--- src/rtl/dbg_apb_pkg.sv ---
// Package: shared constants and types for the debug register port.
// Assumes a 10-bit word address (byte address bits [11:2]).
package dbg_apb_pkg;
    localparam int ADDR_W = 10;

    // Word indices of the mapped registers
    localparam logic [ADDR_W-1:0] IDX_ROM  = 10'h000;
    localparam logic [ADDR_W-1:0] IDX_STAT = 10'h022;
    localparam logic [ADDR_W-1:0] IDX_PWR  = 10'h0C4;

    // Status register field positions
    localparam int ST_INDBG = 0;
    localparam int ST_RSN_LO = 2;
    localparam int ST_DROP = 6;
    localparam int ST_FORCE = 10;

    localparam int RSN_W = 4;
    localparam logic [RSN_W-1:0] RSN_EXT_REQ = 4'b0100;
    localparam logic [RSN_W-1:0] RSN_OTHER = 4'b0000;

    typedef enum logic [1:0] {
        SEL_NONE,
        SEL_ROM,
        SEL_STAT,
        SEL_PWR
    } reg_sel_e;
endpackage

--- src/rtl/dbg_apb_port.sv ---
// Module: APB3 transfer timing and address decode.
// Inserts exactly one wait state per transfer and produces the error response.
// It also produces the strobes that commit writes and enable read data.
// Assumes the master holds psel/penable/paddr/pwrite stable until pready.
module dbg_apb_port
    import dbg_apb_pkg::*;
(
    input  logic              clk,
    input  logic              rst_n,
    input  logic              psel,
    input  logic              penable,
    input  logic              pwrite,
    input  logic [ADDR_W-1:0] paddr,
    input  logic              paddr_dbg,
    output logic              pready,
    output logic              pslverr,
    output reg_sel_e          sel,
    output logic              wr_stb,
    output logic              rd_stb
);
    logic waited_q;
    logic access;
    logic bad;

    assign access = psel && penable;

    // Wait-state flag: set after the first access cycle, cleared on completion
    always_ff @(posedge clk) begin
        if (!rst_n) begin
            waited_q <= 1'b0;
        end else if (access && !waited_q) begin
            waited_q <= 1'b1;
        end else begin
            waited_q <= 1'b0;
        end
    end

    // Address decode to a register select
    always_comb begin
        case (paddr)
            IDX_ROM:  sel = SEL_ROM;
            IDX_STAT: sel = SEL_STAT;
            IDX_PWR:  sel = SEL_PWR;
            default:  sel = SEL_NONE;
        endcase
    end

    // Error when unmapped, or when the debugger-only register is hit from the processor side
    assign bad = (sel == SEL_NONE) || ((sel == SEL_PWR) && !paddr_dbg);

    assign pready  = access && waited_q;
    assign pslverr = pready && bad;
    assign wr_stb  = pready && pwrite && !bad;
    assign rd_stb  = pready && !pwrite && !bad;

    // ready only after one wait cycle in the access phase
    a_r2_wait_first: assert property (@(posedge clk) disable iff (!rst_n)
        pready |-> $past(access && !pready));

    // a waiting access completes in the next cycle
    a_r2_wait_once: assert property (@(posedge clk) disable iff (!rst_n)
        (access && !pready) |=> (pready || !access));
endmodule

--- src/rtl/dbg_halt_hs.sv ---
// Module: halt request / acknowledge handshake.
// Registers the core's debug-state report and drives the acknowledge.
// Records the entry reason and flags a request dropped before it was acknowledged.
// Assumes core_halted and halt_req are synchronous to clk.
module dbg_halt_hs
    import dbg_apb_pkg::*;
(
    input  logic             clk,
    input  logic             rst_n,
    input  logic             halt_req,
    input  logic             core_halted,
    input  logic             force_ack,
    input  logic             drop_clr,
    output logic             halt_ack,
    output logic             in_dbg,
    output logic [RSN_W-1:0] reason,
    output logic             drop_err
);
    logic in_dbg_q;
    logic req_q;
    logic [RSN_W-1:0] rsn_q;
    logic drop_q;

    // Track the debug state and the previous request level
    always_ff @(posedge clk) begin
        if (!rst_n) begin
            in_dbg_q <= 1'b0;
            req_q    <= 1'b0;
        end else begin
            in_dbg_q <= core_halted;
            req_q    <= halt_req;
        end
    end

    // Load the entry reason on each entry to debug state
    always_ff @(posedge clk) begin
        if (!rst_n) begin
            rsn_q <= '0;
        end else if (core_halted && !in_dbg_q) begin
            rsn_q <= halt_req ? RSN_EXT_REQ : RSN_OTHER;
        end
    end

    // Sticky flag for a request withdrawn before the acknowledge; setting wins over clearing
    always_ff @(posedge clk) begin
        if (!rst_n) begin
            drop_q <= 1'b0;
        end else if (req_q && !halt_req && !halt_ack) begin
            drop_q <= 1'b1;
        end else if (drop_clr) begin
            drop_q <= 1'b0;
        end
    end

    assign halt_ack = in_dbg_q || force_ack;
    assign in_dbg   = in_dbg_q;
    assign reason   = rsn_q;
    assign drop_err = drop_q;

    // acknowledge follows entry by one clock
    a_r7_ack_after_entry: assert property (@(posedge clk) disable iff (!rst_n)
        $rose(core_halted) |=> halt_ack);

    // request-caused entry records the fixed code
    a_r8_reason_ext: assert property (@(posedge clk) disable iff (!rst_n)
        ($rose(core_halted) && halt_req) |=> (reason == RSN_EXT_REQ));

    // the sticky flag only rises after an unacknowledged request fell
    a_r9_drop_cause: assert property (@(posedge clk) disable iff (!rst_n)
        $rose(drop_err) |-> ($past(!halt_ack && !halt_req) && $past(halt_req, 2)));

    // an acknowledged drop does not raise the flag
    a_r10_ack_drop_clean: assert property (@(posedge clk) disable iff (!rst_n)
        ($fell(halt_req) && halt_ack && !drop_err) |=> !drop_err);
endmodule

--- src/rtl/dbg_regs.sv ---
// Module: register storage and read-data mux.
// Holds the force-acknowledge and power bits, and builds each register's read value.
// Read data is zero unless a valid read completes.
// Assumes rom_base/rom_ok are static tie-offs.
module dbg_regs
    import dbg_apb_pkg::*;
#(
    parameter int DATA_W = 32,
    parameter int ROM_W  = 20
) (
    input  logic              clk,
    input  logic              rst_n,
    input  reg_sel_e          sel,
    input  logic              wr_stb,
    input  logic              rd_stb,
    input  logic [DATA_W-1:0] wdata,
    input  logic [ROM_W-1:0]  rom_base,
    input  logic              rom_ok,
    input  logic              in_dbg,
    input  logic [RSN_W-1:0]  reason,
    input  logic              drop_err,
    output logic              force_ack,
    output logic              no_pwrdn,
    output logic              drop_clr,
    output logic [DATA_W-1:0] rdata
);
    localparam int PAD_W = DATA_W - ROM_W - 2;

    logic force_q;
    logic pwr_q;
    logic [DATA_W-1:0] rom_v;
    logic [DATA_W-1:0] stat_v;
    logic [DATA_W-1:0] pwr_v;

    // Writable control bits
    always_ff @(posedge clk) begin
        if (!rst_n) begin
            force_q <= 1'b0;
            pwr_q   <= 1'b0;
        end else if (wr_stb) begin
            if (sel == SEL_STAT) force_q <= wdata[ST_FORCE];
            if (sel == SEL_PWR)  pwr_q   <= wdata[0];
        end
    end

    assign drop_clr  = wr_stb && (sel == SEL_STAT) && wdata[ST_DROP];
    assign force_ack = force_q;
    assign no_pwrdn  = pwr_q;

    // ROM register layout depends on whether padding bits remain
    generate
        if (PAD_W > 0) begin : g_rom_pad
            assign rom_v = {rom_base, {PAD_W{1'b0}}, rom_ok, rom_ok};
        end else begin : g_rom_nopad
            assign rom_v = {rom_base, rom_ok, rom_ok};
        end
    endgenerate

    // Status register image
    always_comb begin
        stat_v = '0;
        stat_v[ST_INDBG] = in_dbg;
        stat_v[ST_RSN_LO +: RSN_W] = reason;
        stat_v[ST_DROP] = drop_err;
        stat_v[ST_FORCE] = force_q;
    end

    // Power register image
    always_comb begin
        pwr_v = '0;
        pwr_v[0] = pwr_q;
    end

    // Read-data mux, zero outside valid reads
    always_comb begin
        rdata = '0;
        if (rd_stb) begin
            case (sel)
                SEL_ROM:  rdata = rom_v;
                SEL_STAT: rdata = stat_v;
                SEL_PWR:  rdata = pwr_v;
                default:  rdata = '0;
            endcase
        end
    end

    // the power output takes the written bit
    a_r5_pwr_write: assert property (@(posedge clk) disable iff (!rst_n)
        (wr_stb && sel == SEL_PWR) |=> (no_pwrdn == $past(wdata[0])));

    // the force bit takes the written bit
    a_r6_force_write: assert property (@(posedge clk) disable iff (!rst_n)
        (wr_stb && sel == SEL_STAT) |=> (force_ack == $past(wdata[ST_FORCE])));
endmodule

--- src/rtl/dbg_apb_regs.sv ---
// Module: top of the debug register port.
// Joins APB timing/decode, register storage and the halt handshake.
// Assumes one clock domain and a synchronous active-low reset.
module dbg_apb_regs
    import dbg_apb_pkg::*;
#(
    parameter int DATA_W = 32,
    parameter int ROM_W  = 20
) (
    input  logic              clk,
    input  logic              rst_n,
    input  logic              psel,
    input  logic              penable,
    input  logic              pwrite,
    input  logic [11:2]       paddr,
    input  logic              paddr_dbg,
    input  logic [DATA_W-1:0] pwdata,
    output logic [DATA_W-1:0] prdata,
    output logic              pready,
    output logic              pslverr,
    input  logic              halt_req,
    input  logic              core_halted,
    output logic              halt_ack,
    output logic              no_pwrdn,
    input  logic [ROM_W-1:0]  rom_base,
    input  logic              rom_ok
);
    reg_sel_e         sel;
    logic             wr_stb;
    logic             rd_stb;
    logic             force_ack;
    logic             drop_clr;
    logic             in_dbg;
    logic [RSN_W-1:0] reason;
    logic             drop_err;

    dbg_apb_port u_port (
        .clk       (clk),
        .rst_n     (rst_n),
        .psel      (psel),
        .penable   (penable),
        .pwrite    (pwrite),
        .paddr     (paddr),
        .paddr_dbg (paddr_dbg),
        .pready    (pready),
        .pslverr   (pslverr),
        .sel       (sel),
        .wr_stb    (wr_stb),
        .rd_stb    (rd_stb)
    );

    dbg_regs #(.DATA_W(DATA_W), .ROM_W(ROM_W)) u_regs (
        .clk       (clk),
        .rst_n     (rst_n),
        .sel       (sel),
        .wr_stb    (wr_stb),
        .rd_stb    (rd_stb),
        .wdata     (pwdata),
        .rom_base  (rom_base),
        .rom_ok    (rom_ok),
        .in_dbg    (in_dbg),
        .reason    (reason),
        .drop_err  (drop_err),
        .force_ack (force_ack),
        .no_pwrdn  (no_pwrdn),
        .drop_clr  (drop_clr),
        .rdata     (prdata)
    );

    dbg_halt_hs u_halt (
        .clk         (clk),
        .rst_n       (rst_n),
        .halt_req    (halt_req),
        .core_halted (core_halted),
        .force_ack   (force_ack),
        .drop_clr    (drop_clr),
        .halt_ack    (halt_ack),
        .in_dbg      (in_dbg),
        .reason      (reason),
        .drop_err    (drop_err)
    );

    // an error response carries zero data and completes the transfer
    a_r4_err_zero: assert property (@(posedge clk) disable iff (!rst_n)
        pslverr |-> (pready && prdata == '0));
endmodule

--- config.mk ---
export PLATFORM = sky130hd
export DESIGN_NAME = dbg_apb_regs
export DESIGN_NICKNAME = d
export VERILOG_FILES = /design/src/rtl/dbg_apb_pkg.sv /design/src/rtl/dbg_apb_port.sv /design/src/rtl/dbg_halt_hs.sv /design/src/rtl/dbg_regs.sv /design/src/rtl/dbg_apb_regs.sv
export SDC_FILE = /design/constraint.sdc
export NUM_CORES = 1
export LEC_CHECK = 0
export CORE_MARGIN = 1
export CORE_UTILIZATION = 24
export DETAILED_ROUTE_END_ITERATION = 10
export GPL_TIMING_DRIVEN = 0
export PLACE_DENSITY = 0.87
export SYNTH_ARGS = -nofsm -noshare
export SYNTH_HDL_FRONTEND = slang
export SYNTH_SLANG_ARGS = --single-unit
--- constraint.sdc ---
create_clock -name clk -period 5.3 [get_ports clk]
set_input_delay 1.325 -clock clk [delete_from_list [all_inputs] [get_ports clk]]
set_output_delay 1.325 -clock clk [all_outputs]
set_load 0.05 [all_outputs]
==> impl_metrics.csv <==
group,metric,value,unit
logic_synthesis,async_flop_share,0,%
sta,setup_slack,0.1794,ns
critical_path,cp_common_cell,"clkdlybuf4s50_1",
logic_synthesis,synth_top_area_cell,"dfxtp_1",
floorplan,die_w,54.76,um
global_route,grt_pass1_vias,767,
logic_synthesis,synthCells,81,
place,place_ws,0.02180,ns
clocking,cts_max_path_buffers,2,
sta,finalHoldViolCount,0,
critical_path,crit_chain,"clkdlybuf4s50_1, or4_4, nor4b_4, buf_6, and2_2, clkdlybuf4s50_1",
floorplan,dieArea,2999,sq um
routing,firstDrtPassIters,4,
floorplan,core,2545,sq um
critical_path,r2r_cells,3,
sta,clock_skew,0.006269,ns
routing,ant_nets,0,
logic_synthesis,ys_ff_latch,7,
sta,post-route-min-period,5.121,ns
finish,stdcell_area,1463,sq um
routing,wl_per_cell,12.18,um
global_route,track_usage,15.63,%
logic_synthesis,synth_area,668.1,sq um
place,port_buffers,70,
place,dp_cells,187,
critical_path,endpoint_kind,"output port",
sta,hold_ws,0.4841,ns
routing,vias_per_cell,4.414,
critical_path,path_max_fanout,10,
run_status,status,"complete, no violations",
sta,slew_headroom,63.97,%
clocking,clockRootBuffer,"clkbuf_4",
finish,drive_gt1_share,19.88,%
logic_synthesis,ys_seq_area_share,20.97,%
floorplan,die_h,54.76,um
sta,setup_viol_count_final,0,
critical_path,cp_slowest_stage_delay,0.80,ns
clocking,cts_setup_buffers,0,
critical_path,cp.required,3.97,ns
clocking,cts_buffers,3,
hold_path,whs_path_depth,2,
finish,num-nets-final,233,
flow_run,max-cap-violations,0,
critical_path,crit_type,"input pin to output port",
place,hpwl,1.940,mm
power_and_ir_drop,power.total,0.1677,mW
finish,diodes,0,
clocking,cts_max_level,1,
routing,drt_wl_total,2.327,mm
sta,rsz0062_at_grt,"no",
critical_path,start_kind,"input pin",
finish,fill_cells,236,
logic_synthesis,dominantRegCellSynth,"dfxtp_1",
global_route,grt_max_degree,11,
clocking,cts_sinks,7,
logic_synthesis,avgSynthCellArea,8.249,sq um
floorplan,rows,18,
critical_path,cp.arrival,3.80,ns
global_route,grt_overflow_total,0,
floorplan,initial_core_util,26.25,%
routing,route.detailed.drc,0,
finish,post-route-util,57.47,%
place,placed_area,1429,sq um
logic_synthesis,ys.warnings.count,0,
routing,drt_iter0_markers,13,
finish,syn_to_final_growth,118.9,%
hold_path,hp-class,"register to register",
sta,fmax,195.3,MHz
power_and_ir_drop,power.leakage,0.6284,nW
floorplan,ios,107,
sta,finalMaxSlewViolations,0,
logic_synthesis,synth_area_leaders,"dfxtp_1, and2_2, and2_1",
power_and_ir_drop,powerDensity,114.6,nW/um^2
power_and_ir_drop,vdd_ir_drop_max,0.1086,mV
global_route,antenna_found_initial,0,
routing,dr_total_vias,843,
logic_synthesis,yosys.area.top_type_share,20.97,%
place,globalplace.congestion,0.7054,
clocking,clk_pin_slew_worst_paths,0.06,ns
clocking,cts-hold-fix-buffers,0,
sta,final.setup.tns,0,ns
logic_synthesis,yosysUniqueCellTypes,31,
clocking,cts_tree,"built",
logic_synthesis,synth_edf_count,0,
finish,instances_no_fill,191,
critical_path,slowest_stage,"clkdlybuf4s50_1",
sta,tightest_slew,0.5395,ns
sta,min_period_over_period,96.62,%
global_route,grt_pass1_wl,3.180,mm
clocking,clk_latency,0.26,ns
-- path summary, 6_finish.rpt --
| kind | startpoint | to | slack, ns |
|---|---|---|---|
| min | u_regs.no_pwrdn$_SDFFE_PN0P_ | u_regs.no_pwrdn$_SDFFE_PN0P_ | 0.48 |
| max reg2reg | u_port.waited_q$_SDFF_PN0_ | u_regs.force_ack$_SDFFE_PN0P_ | 4.21 |
| max | paddr[2] | prdata[25] | 0.18 |
| min reg2reg | u_regs.no_pwrdn$_SDFFE_PN0P_ | u_regs.no_pwrdn$_SDFFE_PN0P_ | 0.48 |
-- repair_timing --
action / in CTS / in global routing
setup endpoints to repair: 0 / 3
resized for setup: 0 / 2
endpoints found under the hold margin: 0 / 0
-- placed cells by master, fill, tap and decap left out, types with 2 or more instances in the layout --
cell             synthesis  routed
and2_2                  14      14
dfxtp_1                  7       7
or3_1                    2       2
nor2b_1                  2       2
clkbuf_4                 0       3
clkdlybuf4s50_1          0      69
and4b_1                  2       2
and3_1                   3       3
nor4_1                   3       3
clkbuf_1                 1       2
conb_1                   1       7
nand2_1                  5       5
buf_6                    2       2
buf_4                    7       7
and2_1                   9       9
nand4_1                  3       3
inv_1                    2       2
mux2i_1                  3       3
-- synth_stat cells, drive strengths merged (2+ instances only) --
library cell / instances
or3: 2
mux2i: 3
and4b: 2
dfxtp: 7
nand4: 3
nor4b: 2
and3: 3
buf: 9
nor4: 3
nor2b: 2
and2: 23
inv: 2
nand2: 5
-- flip-flops by register name, summed over array words and instances, names as in the netlist --
name	count
u_halt.reason	1
u_halt.req_q	1
u_port.waited_q	1
u_halt.in_dbg	1
u_regs.force_ack	1
u_regs.no_pwrdn	1
u_halt.drop_err	1
-- logic make-up (layout without fill, tap and decap cells) --
kind of cell / after synthesis / after routing / share of synthesized area (%)
simple gates: 52 / 52 / 55.05
buf+inv: 12 / 86 / 12.92
flops: 7 / 7 / 20.97
compound gates: 6 / 6 / 5.993
mux: 3 / 3 / 4.495
other cells: 1 / 7 / 0.5613
-- routing by layer --
layer | GRT usage (%) | wire length, um | up-vias
met1 | 17.13 | 881 | 370
li1 | - | - | 429
met4 | 8.547 | 56 | 0
met3 | 5.278 | 126 | 7
met2 | 26.10 | 1263 | 37
met5 | 0 | 0 | -
-- worst max-delay path, delay by kind of cell --
| family | cells | cell delay [ns] |
|---|---|---|
| buf+inv | 3 | 1.38 |
| simple gates | 3 | 1.08 |
-- power breakdown --
part           internal, mW  leakage (nW)  switching (mW)  total [mW]
combinational        0.0351         0.556          0.0248      0.0599
clock                0.0290        0.0150          0.0232      0.0522
sequential           0.0546        0.0574         0.00102      0.0556
total                 0.119         0.628          0.0490       0.168
-- layout make-up --
| cell class | count | area [sq um] | area share, % |
|---|---|---|---|
| plain buffers | 10 | 78.83 | 5.389 |
| clock buffers | 4 | 26.28 | 1.796 |
| inverters | 2 | 7.507 | 0.5133 |
| multi-input cells | 68 | 469.2 | 32.08 |
| flip-flops and latches | 7 | 140.1 | 9.581 |
| well taps | 30 | 37.54 | 2.566 |
| repair buffers | 70 | 703.2 | 48.08 |
Note: power is estimated with default switching activity, not from simulation.
